$ cat config.mk
export PLATFORM = sky130hd
export DESIGN_NAME = rxw_window
export DESIGN_NICKNAME = d
export VERILOG_FILES = /design/src/rtl/rxw_pkg.sv /design/src/rtl/rxw_bank.sv /design/src/rtl/rxw_fill.sv /design/src/rtl/rxw_host.sv /design/src/rtl/rxw_window.sv
export SDC_FILE = /design/constraint.sdc
export NUM_CORES = 1
export LEC_CHECK = 0
export ABC_AREA = 1
export CAP_MARGIN = 10
export CELL_PAD_IN_SITES_DETAIL_PLACEMENT = 2
export CELL_PAD_IN_SITES_GLOBAL_PLACEMENT = 2
export CORE_ASPECT_RATIO = 0.7
export CORE_UTILIZATION = 43
export DETAILED_ROUTE_END_ITERATION = 10
export DONT_BUFFER_PORTS = 1
export PLACE_DENSITY_LB_ADDON = 0.1
export SYNTH_ARGS = -nofsm -noshare
export SYNTH_HDL_FRONTEND = slang
export SYNTH_HIERARCHICAL = 1
export SYNTH_SLANG_ARGS = --single-unit
$ cat constraint.sdc
create_clock -name clk -period 2.53 [get_ports clk]
set_input_delay 0.506 -clock clk [delete_from_list [all_inputs] [get_ports clk]]
set_output_delay 0.506 -clock clk [all_outputs]
set_load 0.05 [all_outputs]
$ cat src/rtl/rxw_pkg.sv
package rxw_pkg;

    // Default width of one received byte lane.
    localparam int RXW_DW = 8;

    // One write-side beat: the byte and its end-of-block marker.
    typedef struct packed {
        logic              last;
        logic [RXW_DW-1:0] data;
    } rxw_beat_t;

    // Per-bank occupancy as seen by the writer.
    typedef enum logic {
        BANK_OPEN  = 1'b0,
        BANK_HELD  = 1'b1
    } rxw_bank_e;

endpackage

$ cat src/rtl/rxw_bank.sv
module rxw_bank #(
    parameter int DW    = 8,
    parameter int DEPTH = 32
) (
    input  logic                     clk,
    input  logic                     we,
    input  logic [$clog2(DEPTH)-1:0] waddr,
    input  logic [DW-1:0]            wdata,
    input  logic [$clog2(DEPTH)-1:0] raddr,
    output logic [DW-1:0]            rdata
);

    logic [DW-1:0] mem [DEPTH];

    always_ff @(posedge clk) begin
        if (we) begin
            mem[waddr] <= wdata;
        end
    end

    assign rdata = mem[raddr];

endmodule

$ cat src/rtl/rxw_fill.sv
module rxw_fill
    import rxw_pkg::*;
#(
    parameter int DEPTH = 32,
    parameter int NBANK = 2
) (
    input  logic                           clk,
    input  logic                           rst,
    input  logic                           wr_valid,
    input  rxw_beat_t                      beat,
    input  logic                           rel_go,
    input  logic [((NBANK>1)?$clog2(NBANK):1)-1:0] rel_bank,
    output logic                           wr_fire,
    output logic [((NBANK>1)?$clog2(NBANK):1)-1:0] wbank,
    output logic [$clog2(DEPTH)-1:0]       waddr,
    output logic [NBANK-1:0]               held,
    output logic [NBANK-1:0][$clog2(DEPTH):0] len
);

    localparam int AW = $clog2(DEPTH);
    localparam int BW = (NBANK > 1) ? $clog2(NBANK) : 1;
    localparam int LW = AW + 1;

    rxw_bank_e             state_q [NBANK];
    logic [NBANK-1:0][LW-1:0] len_q;
    logic [BW-1:0]         wbank_q;
    logic [AW-1:0]         wcnt_q;
    logic                  blk_end;
    logic [BW-1:0]         wbank_nxt;

    assign wr_fire   = wr_valid && (state_q[wbank_q] == BANK_OPEN);
    assign blk_end   = wr_fire && (beat.last || (wcnt_q == AW'(DEPTH-1)));
    assign wbank_nxt = (wbank_q == BW'(NBANK-1)) ? '0 : wbank_q + 1'b1;

    always_ff @(posedge clk) begin
        if (rst) begin
            for (int b = 0; b < NBANK; b++) begin
                state_q[b] <= BANK_OPEN;
            end
            len_q   <= '0;
            wbank_q <= '0;
            wcnt_q  <= '0;
        end else begin
            // Release and close always address different banks:
            // a released bank is held, the writer's bank is open.
            if (rel_go) begin
                state_q[rel_bank] <= BANK_OPEN;
            end
            if (wr_fire) begin
                if (blk_end) begin
                    state_q[wbank_q] <= BANK_HELD;
                    len_q[wbank_q]   <= {1'b0, wcnt_q} + LW'(1);
                    wbank_q          <= wbank_nxt;
                    wcnt_q           <= '0;
                end else begin
                    wcnt_q <= wcnt_q + 1'b1;
                end
            end
        end
    end

    generate
        for (genvar g = 0; g < NBANK; g++) begin : g_held
            assign held[g] = (state_q[g] == BANK_HELD);
        end
    endgenerate

    assign wbank = wbank_q;
    assign waddr = wcnt_q;
    assign len   = len_q;

endmodule

$ cat src/rtl/rxw_host.sv
module rxw_host #(
    parameter int DW    = 8,
    parameter int DEPTH = 32,
    parameter int NBANK = 2
) (
    input  logic                              clk,
    input  logic                              rst,
    input  logic                              rd_en,
    input  logic                              rel_req,
    input  logic [NBANK-1:0]                  held,
    input  logic [NBANK-1:0][$clog2(DEPTH):0] len,
    input  logic [NBANK-1:0][DW-1:0]          bank_rdata,
    output logic                              rel_go,
    output logic [((NBANK>1)?$clog2(NBANK):1)-1:0] hbank,
    output logic [$clog2(DEPTH)-1:0]          rd_off,
    output logic [DW-1:0]                     rd_data,
    output logic [$clog2(DEPTH)-1:0]          blk_cnt,
    output logic                              blk_rdy
);

    localparam int AW = $clog2(DEPTH);
    localparam int BW = (NBANK > 1) ? $clog2(NBANK) : 1;

    logic [BW-1:0] hbank_q;
    logic [AW-1:0] off_q;
    logic [DW-1:0] data_q;
    logic          cur_held;
    logic [BW-1:0] hbank_nxt;

    assign cur_held  = held[hbank_q];
    assign rel_go    = rel_req && cur_held;
    assign hbank_nxt = (hbank_q == BW'(NBANK-1)) ? '0 : hbank_q + 1'b1;

    always_ff @(posedge clk) begin
        if (rst) begin
            hbank_q <= '0;
            off_q   <= '0;
            data_q  <= '0;
        end else begin
            if (rd_en) begin
                data_q <= bank_rdata[hbank_q];
                // Pool depth is a power of two: the offset wraps on overflow.
                off_q  <= off_q + 1'b1;
            end
            if (rel_go) begin
                hbank_q <= hbank_nxt;
                off_q   <= '0;
            end
        end
    end

    // A full pool reports zero in the count field; the ready flag tells it apart.
    assign blk_cnt = cur_held ? len[hbank_q][AW-1:0] : '0;
    assign blk_rdy = cur_held;
    assign hbank   = hbank_q;
    assign rd_off  = off_q;
    assign rd_data = data_q;

endmodule

$ cat src/rtl/rxw_window.sv
module rxw_window
    import rxw_pkg::*;
#(
    parameter int DW    = RXW_DW,
    parameter int DEPTH = 32,
    parameter int NBANK = 2
) (
    input  logic                     clk,
    input  logic                     rst,
    input  logic                     wr_valid,
    input  logic [DW-1:0]            wr_data,
    input  logic                     wr_last,
    input  logic                     rd_en,
    input  logic [$clog2(DEPTH)-1:0] rd_addr,
    input  logic                     rd_release,
    output logic [DW-1:0]            rd_data,
    output logic [$clog2(DEPTH)-1:0] blk_cnt,
    output logic                     blk_rdy
);

    localparam int AW = $clog2(DEPTH);
    localparam int BW = (NBANK > 1) ? $clog2(NBANK) : 1;
    localparam int LW = AW + 1;

    rxw_beat_t                beat;
    logic                     wr_fire;
    logic [BW-1:0]            wbank;
    logic [AW-1:0]            waddr;
    logic [NBANK-1:0]         held;
    logic [NBANK-1:0][LW-1:0] len;
    logic                     rel_go;
    logic [BW-1:0]            hbank;
    logic [AW-1:0]            rd_off;
    logic [NBANK-1:0][DW-1:0] bank_rdata;
    logic                     unused_addr;

    // Every window address aliases to the current read position.
    assign unused_addr = ^rd_addr;

    assign beat.last = wr_last;
    assign beat.data = RXW_DW'(wr_data);

    rxw_fill #(
        .DEPTH (DEPTH),
        .NBANK (NBANK)
    ) u_fill (
        .clk      (clk),
        .rst      (rst),
        .wr_valid (wr_valid),
        .beat     (beat),
        .rel_go   (rel_go),
        .rel_bank (hbank),
        .wr_fire  (wr_fire),
        .wbank    (wbank),
        .waddr    (waddr),
        .held     (held),
        .len      (len)
    );

    generate
        for (genvar g = 0; g < NBANK; g++) begin : g_bank
            rxw_bank #(
                .DW    (DW),
                .DEPTH (DEPTH)
            ) u_bank (
                .clk   (clk),
                .we    (wr_fire && (wbank == BW'(g))),
                .waddr (waddr),
                .wdata (wr_data),
                .raddr (rd_off),
                .rdata (bank_rdata[g])
            );
        end
    endgenerate

    rxw_host #(
        .DW    (DW),
        .DEPTH (DEPTH),
        .NBANK (NBANK)
    ) u_host (
        .clk        (clk),
        .rst        (rst),
        .rd_en      (rd_en),
        .rel_req    (rd_release),
        .held       (held),
        .len        (len),
        .bank_rdata (bank_rdata),
        .rel_go     (rel_go),
        .hbank      (hbank),
        .rd_off     (rd_off),
        .rd_data    (rd_data),
        .blk_cnt    (blk_cnt),
        .blk_rdy    (blk_rdy)
    );

endmodule

# Word-level counts from Yosys, hierarchy flattened
# Memories as Yosys holds them, arrays and structs flattened. A register that Yosys moved wholly into a read port is not among the register bits.
# Cells that the tools add are included.
word_totals:
  word_cells: 70
  memories: 3
  regBits: 32
  inputBits: 19
  ram_bits: 514
classes:
  bitwise: 2
  n_eq_ne: 1
  muxes: 38
  n_reduce_logical: 11
  n_addsub: 5
  n_lt_le_gt_ge: 3
memory_table:
  columns: ["memory", "depth", "word_bits", "read_ports", "rd_clocked_by_memory_dff", "write_ports", "line", "text"]
  rows:
  - ["g_bank[0].u_bank.mem", 32, 8, 1, 1, 1, "rxw_bank.sv:13", "logic [DW-1:0] mem [DEPTH];"]
  - ["g_bank[1].u_bank.mem", 32, 8, 1, 1, 1, "rxw_bank.sv:13", null]
  - ["u_fill.state_q", 2, 1, 3, 1, 2, "rxw_fill.sv:24", "rxw_bank_e state_q [NBANK];"]
op_table:
  columns: ["op", "n"]
  rows:
  - ["two-way mux 5 bit", 8]
  - ["two-way mux 1 bit", 25]
  - ["two-way mux 8 bit", 2]
  - ["bitwise mux 12 bit", 1]
  - ["adder 5 x 1 -> 5 bit (second input constant)", 2]
  - ["adder 5 x 1 -> 6 bit (second input constant)", 1]
  - ["demux 6 bit (select 1 bit)", 1]
  - ["logical AND 1 bit", 6]
  - ["two-way mux 6 bit", 1]
  - ["== test 5 bit (second input constant)", 1]
  - ["less-than comparator 1 x 2 -> 1 bit (second input constant)", 2]
  - ["adder 1 bit (second input constant)", 2]
  - ["inverter 1 bit", 2]
  - ["AND reduction 2 bit", 1]
  - ["OR reduction 1 bit", 2]
  - ["OR reduction 2 bit", 1]
  - ["greater-or-equal comparator 1 bit (second input constant)", 1]
  - ["logical OR 1 bit", 1]

# Logic depth before layout (Yosys ltp)
depth:
  word_depth: 9
  ltp_mapped: 15
  depth_no_buf: 13

# Cells and area by module
# Netlist, hierarchy kept.
by_module_without_submodules:
  columns: ["mod", "area_per_inst_um2", "n_inst", "cells_per_inst", "seq_area_each_um2"]
  rows:
  - ["rxw_bank", 10626.4, 2, 914, 7687.4]
  - ["rxw_fill", 884.6, 1, 112, 420.4]
  - ["rxw_host", 817.0, 1, 124, 280.3]
  - ["rxw_window", 17.5, 1, 4, 0.0]

# Worst setup path after synthesis
# Ideal clock, no wire load.
synth_timing:
  kind: "register -> register"
  startpoint: "register u_fill.wcnt_q[0] (netlist: u_fill/waddr[0])"
  endpoint: "register u_fill.len_q (netlist bit u_fill/len[1])"
  t_arrival_ps: 1842
  period_less_slack_ps: 1958
  n_path_buf: 1
  setup_slack_ps: 572
  path_stages_with_launch: 12
  path_cell_list: "dfxtp_1 > ha_1 > nand2_1 > nor2_1 > ha_1 > inv_1 > a21oi_2 > ha_1 > clkbuf_1 > inv_1 > nor2_1 > nor2_1"
synth_via:
  elab_chain_len: 4
  elab_cells_between_ends: 6
synth_rtl:
  columns: ["element", "line", "text"]
  rows:
  - ["start, declared", "rxw_fill.sv:27", "logic [AW-1:0] wcnt_q;"]
  - ["start signal, assigned", "rxw_fill.sv:56", "wcnt_q <= wcnt_q + 1'b1;"]
  - ["parallel branches: the longest is 4 deep, another holds adder 5 x 1 -> 6 bit", null, null]
  - ["end signal, assigned by index", "rxw_fill.sv:52", "len_q[wbank_q] <= {1'b0, wcnt_q} + LW'(1);"]
  - ["end, declared", "rxw_fill.sv:25", "logic [NBANK-1:0][LW-1:0] len_q;"]
# Several ways; the timed one is not identified.
# A chain may end at the register's enable or synchronous reset.

# Final worst setup path
layout_timing:
  startpoint: "register u_host.hbank_q (netlist: u_host/hbank)"
  endpoint: "output blk_cnt[0]"
layout_via:
  elab_chain_len: 3
  elab_cells_between_ends: 5
layout_rtl:
  columns: ["element", "line", "text"]
  rows:
  - ["start, declared", "rxw_host.sv:24", "logic [BW-1:0] hbank_q;"]
  - ["start signal, assigned", "rxw_host.sv:46", "hbank_q <= hbank_nxt;"]
  - ["two-way mux 1 bit (implied by the code) (2 in a row)", "rxw_host.sv:30", "assign cur_held = held[hbank_q];"]
  - ["net blk_rdy", "rxw_window.sv:18", "output logic blk_rdy"]
  - ["two-way mux 5 bit", "rxw_host.sv:53", "assign blk_cnt = cur_held ? len[hbank_q][AW-1:0] : '0;"]
  - ["end, declared", "rxw_window.sv:17", "output logic [$clog2(DEPTH)-1:0] blk_cnt,"]
# The timed path passes the listed nets, and every way through them passes these cells. The select of a mux whose other input is x is not followed.

==> impl_metrics.ini <==
[layout]
seqCellArea_sq_um = 16000
syn_to_final_growth_pct = 12.5
final_cell_count_no_fill = 2858
drive_gt1_share_pct = 9.66
multi_input_area_sq_um = 5750
final_nets = 2152
n_fill_cell = 5239

[critical_path]
required_ns = 2.02
startpoint_type = flop
crit_fanout = 15
rr_worst_depth = 9
critPathKind = reg -> out
arrival_ns = 1.90
end_kind = primary output

[routing]
viasPerCell = 5.65
routed_wl_um = 75900
ant_nets = 0
routedWlPerCell_um = 26.5
dr.first_iter.drc_count = 1354
drc = 0
num_vias = 16200
drtPass1Iterations = 5

[timing]
hold_viol_final = 0
period_share_pct = 94.9
tns_ns = 0
tightest_slew_ns = 1.12
fin_crit_ns = 2.40
relSlewSlack_pct = 24.8
setup_viol = 0
finClkSkew_ns = 0.0228
max_freq_ghz = 0.416
hold_slack_ns = 0.0278
slew_violations = 0
rsz0062_at_grt = false

[cts]
cts_tree = done
cts_sinks = 545
htreeDepth = 2
clk_transition_reported_paths_ns = 0.06
clockBufferDepth = 3
clk_latency_ns = 0.61
cts-root-buf = clkbuf_16
numCtsBuffers = 54

[die]
rows = 70
core_area_sq_um = 52400
die_y_um = 195
ios = 33
start_util_pct = 43.7
dieArea_sq_um = 54200
die_w_um = 278

[global_route]
grtUsageTotal_pct = 28.4
top_usage_layer = met2
use_met2_pct = 45.3
gr-usage-met3_pct = 5.08
met1_usage_pct = 40.3
grt_antenna_before_repair = 3
grt_pass1_vias = 17800
grt_max_degree = 113
grt_pass1_wl_um = 113000
grt_remaining_overflow = 0

[power]
ir_drop_mv = 0.628
p_leak_nw = 9.57
power_w = 0.0198
power_density_nw_per_um2 = 769

[hold_path]
hp-class = in -> reg
hold_path_depth = 0

[outcome]
outcome = complete, no violations

[synthesis]
syn_avg_cell_area_sq_um = 11.1
synth-warning-count = 6
synth_area_sq_um = 22900
synthCells = 2060
synthesis.nets = 2084

[place]
place_hpwl_um = 43300
portBuffers = 0
gp_congestion = 0.787
dp.cells = 2735

[flow_run]
max_cap_viol_count = 0
-- final cells by class --
cell class	count	area share, %
tap	684	3.32
timing repair buffer	128	4.80
clock inverter	28	0.602
antenna	1	0.00971
sequential	545	62.3
multi-input combinational	1344	22.3
clock buffer	73	5.85
inverter	55	0.840
-- layout by cell type, fill, tap and decap left out, types with 12 or more instances in the layout --
cell / n
clkinv_2: 12
inv_1: 47
edfxtp_1: 512
nand3_1: 422
buf_12: 16
nand2_1: 787
nor2_1: 83
a21oi_1: 14
clkbuf_1: 14
buf_4: 96
clkinv_1: 13
clkbuf_16: 57
dfxtp_1: 29
dlygate4sd3_1: 14
-- critical path: stages (launching register included) --
cell and delay, ns:
dfxtp_2 0.49, inv_6 0.13, nand2_4 0.08, and2_4 0.25
nand2_1 0.08, inv_1 0.07, buf_4 0.19
-- stage by stage --
step	utilization (%)	setup WS, ns	cell area (sq um)
final	49.2	0.128	25800
after global routing	49.2	0.0569	25800
after CTS	49.2	0.0863	25800
after detailed placement	45.5	0.250	23800
after global placement	45.5	0.395	23800
after floorplan	-	0.617	22900
-- metal layers --
layer  up-vias  wire, um
met5         -         0
met3        99      4780
li1       7230         -
met1      8400     34500
met4         0      1680
met2       432     34900
-- sequential cells by signal, indices dropped and copies added, names as in the netlist, named ones only --
name / flops
u_fill/wbank: 1
u_fill/waddr: 5
u_fill/state_q: 2
g_bank.u_bank/mem: 512
u_fill/len: 10
u_host/rd_data: 8
u_host/rd_off: 5
u_host/hbank: 1
-- final timing paths --
path                                      end  slack [ns]              start
hold reg to reg             u_fill/state_q[1]        0.52  u_fill/state_q[1]
setup reg to reg                u_fill/len[6]        0.22    u_fill/waddr[1]
setup / recovery                   blk_cnt[0]        0.13       u_host/hbank
hold / removal    g_bank[1].u_bank/mem[13][5]        0.03         wr_data[5]
-- where the power goes --
part | internal (W) | total [W] | switching (W) | leakage [nW]
clock network | 0.00426 | 0.00779 | 0.00353 | 0.819
logic | 0.000539 | 0.00200 | 0.00146 | 3.87
registers | 0.00991 | 0.0100 | 0.000115 | 4.88
total | 0.0147 | 0.0198 | 0.00511 | 9.57
-- what timing repair did --
item	4_1_cts	5_1_grt
pin swaps	0	0
resized for setup	1	1
endpoints found under the setup margin	5	1
hold buffers	21	0
hold endpoints to repair	278	0
setup buffers	0	0
(Power assumes the default switching activity.)
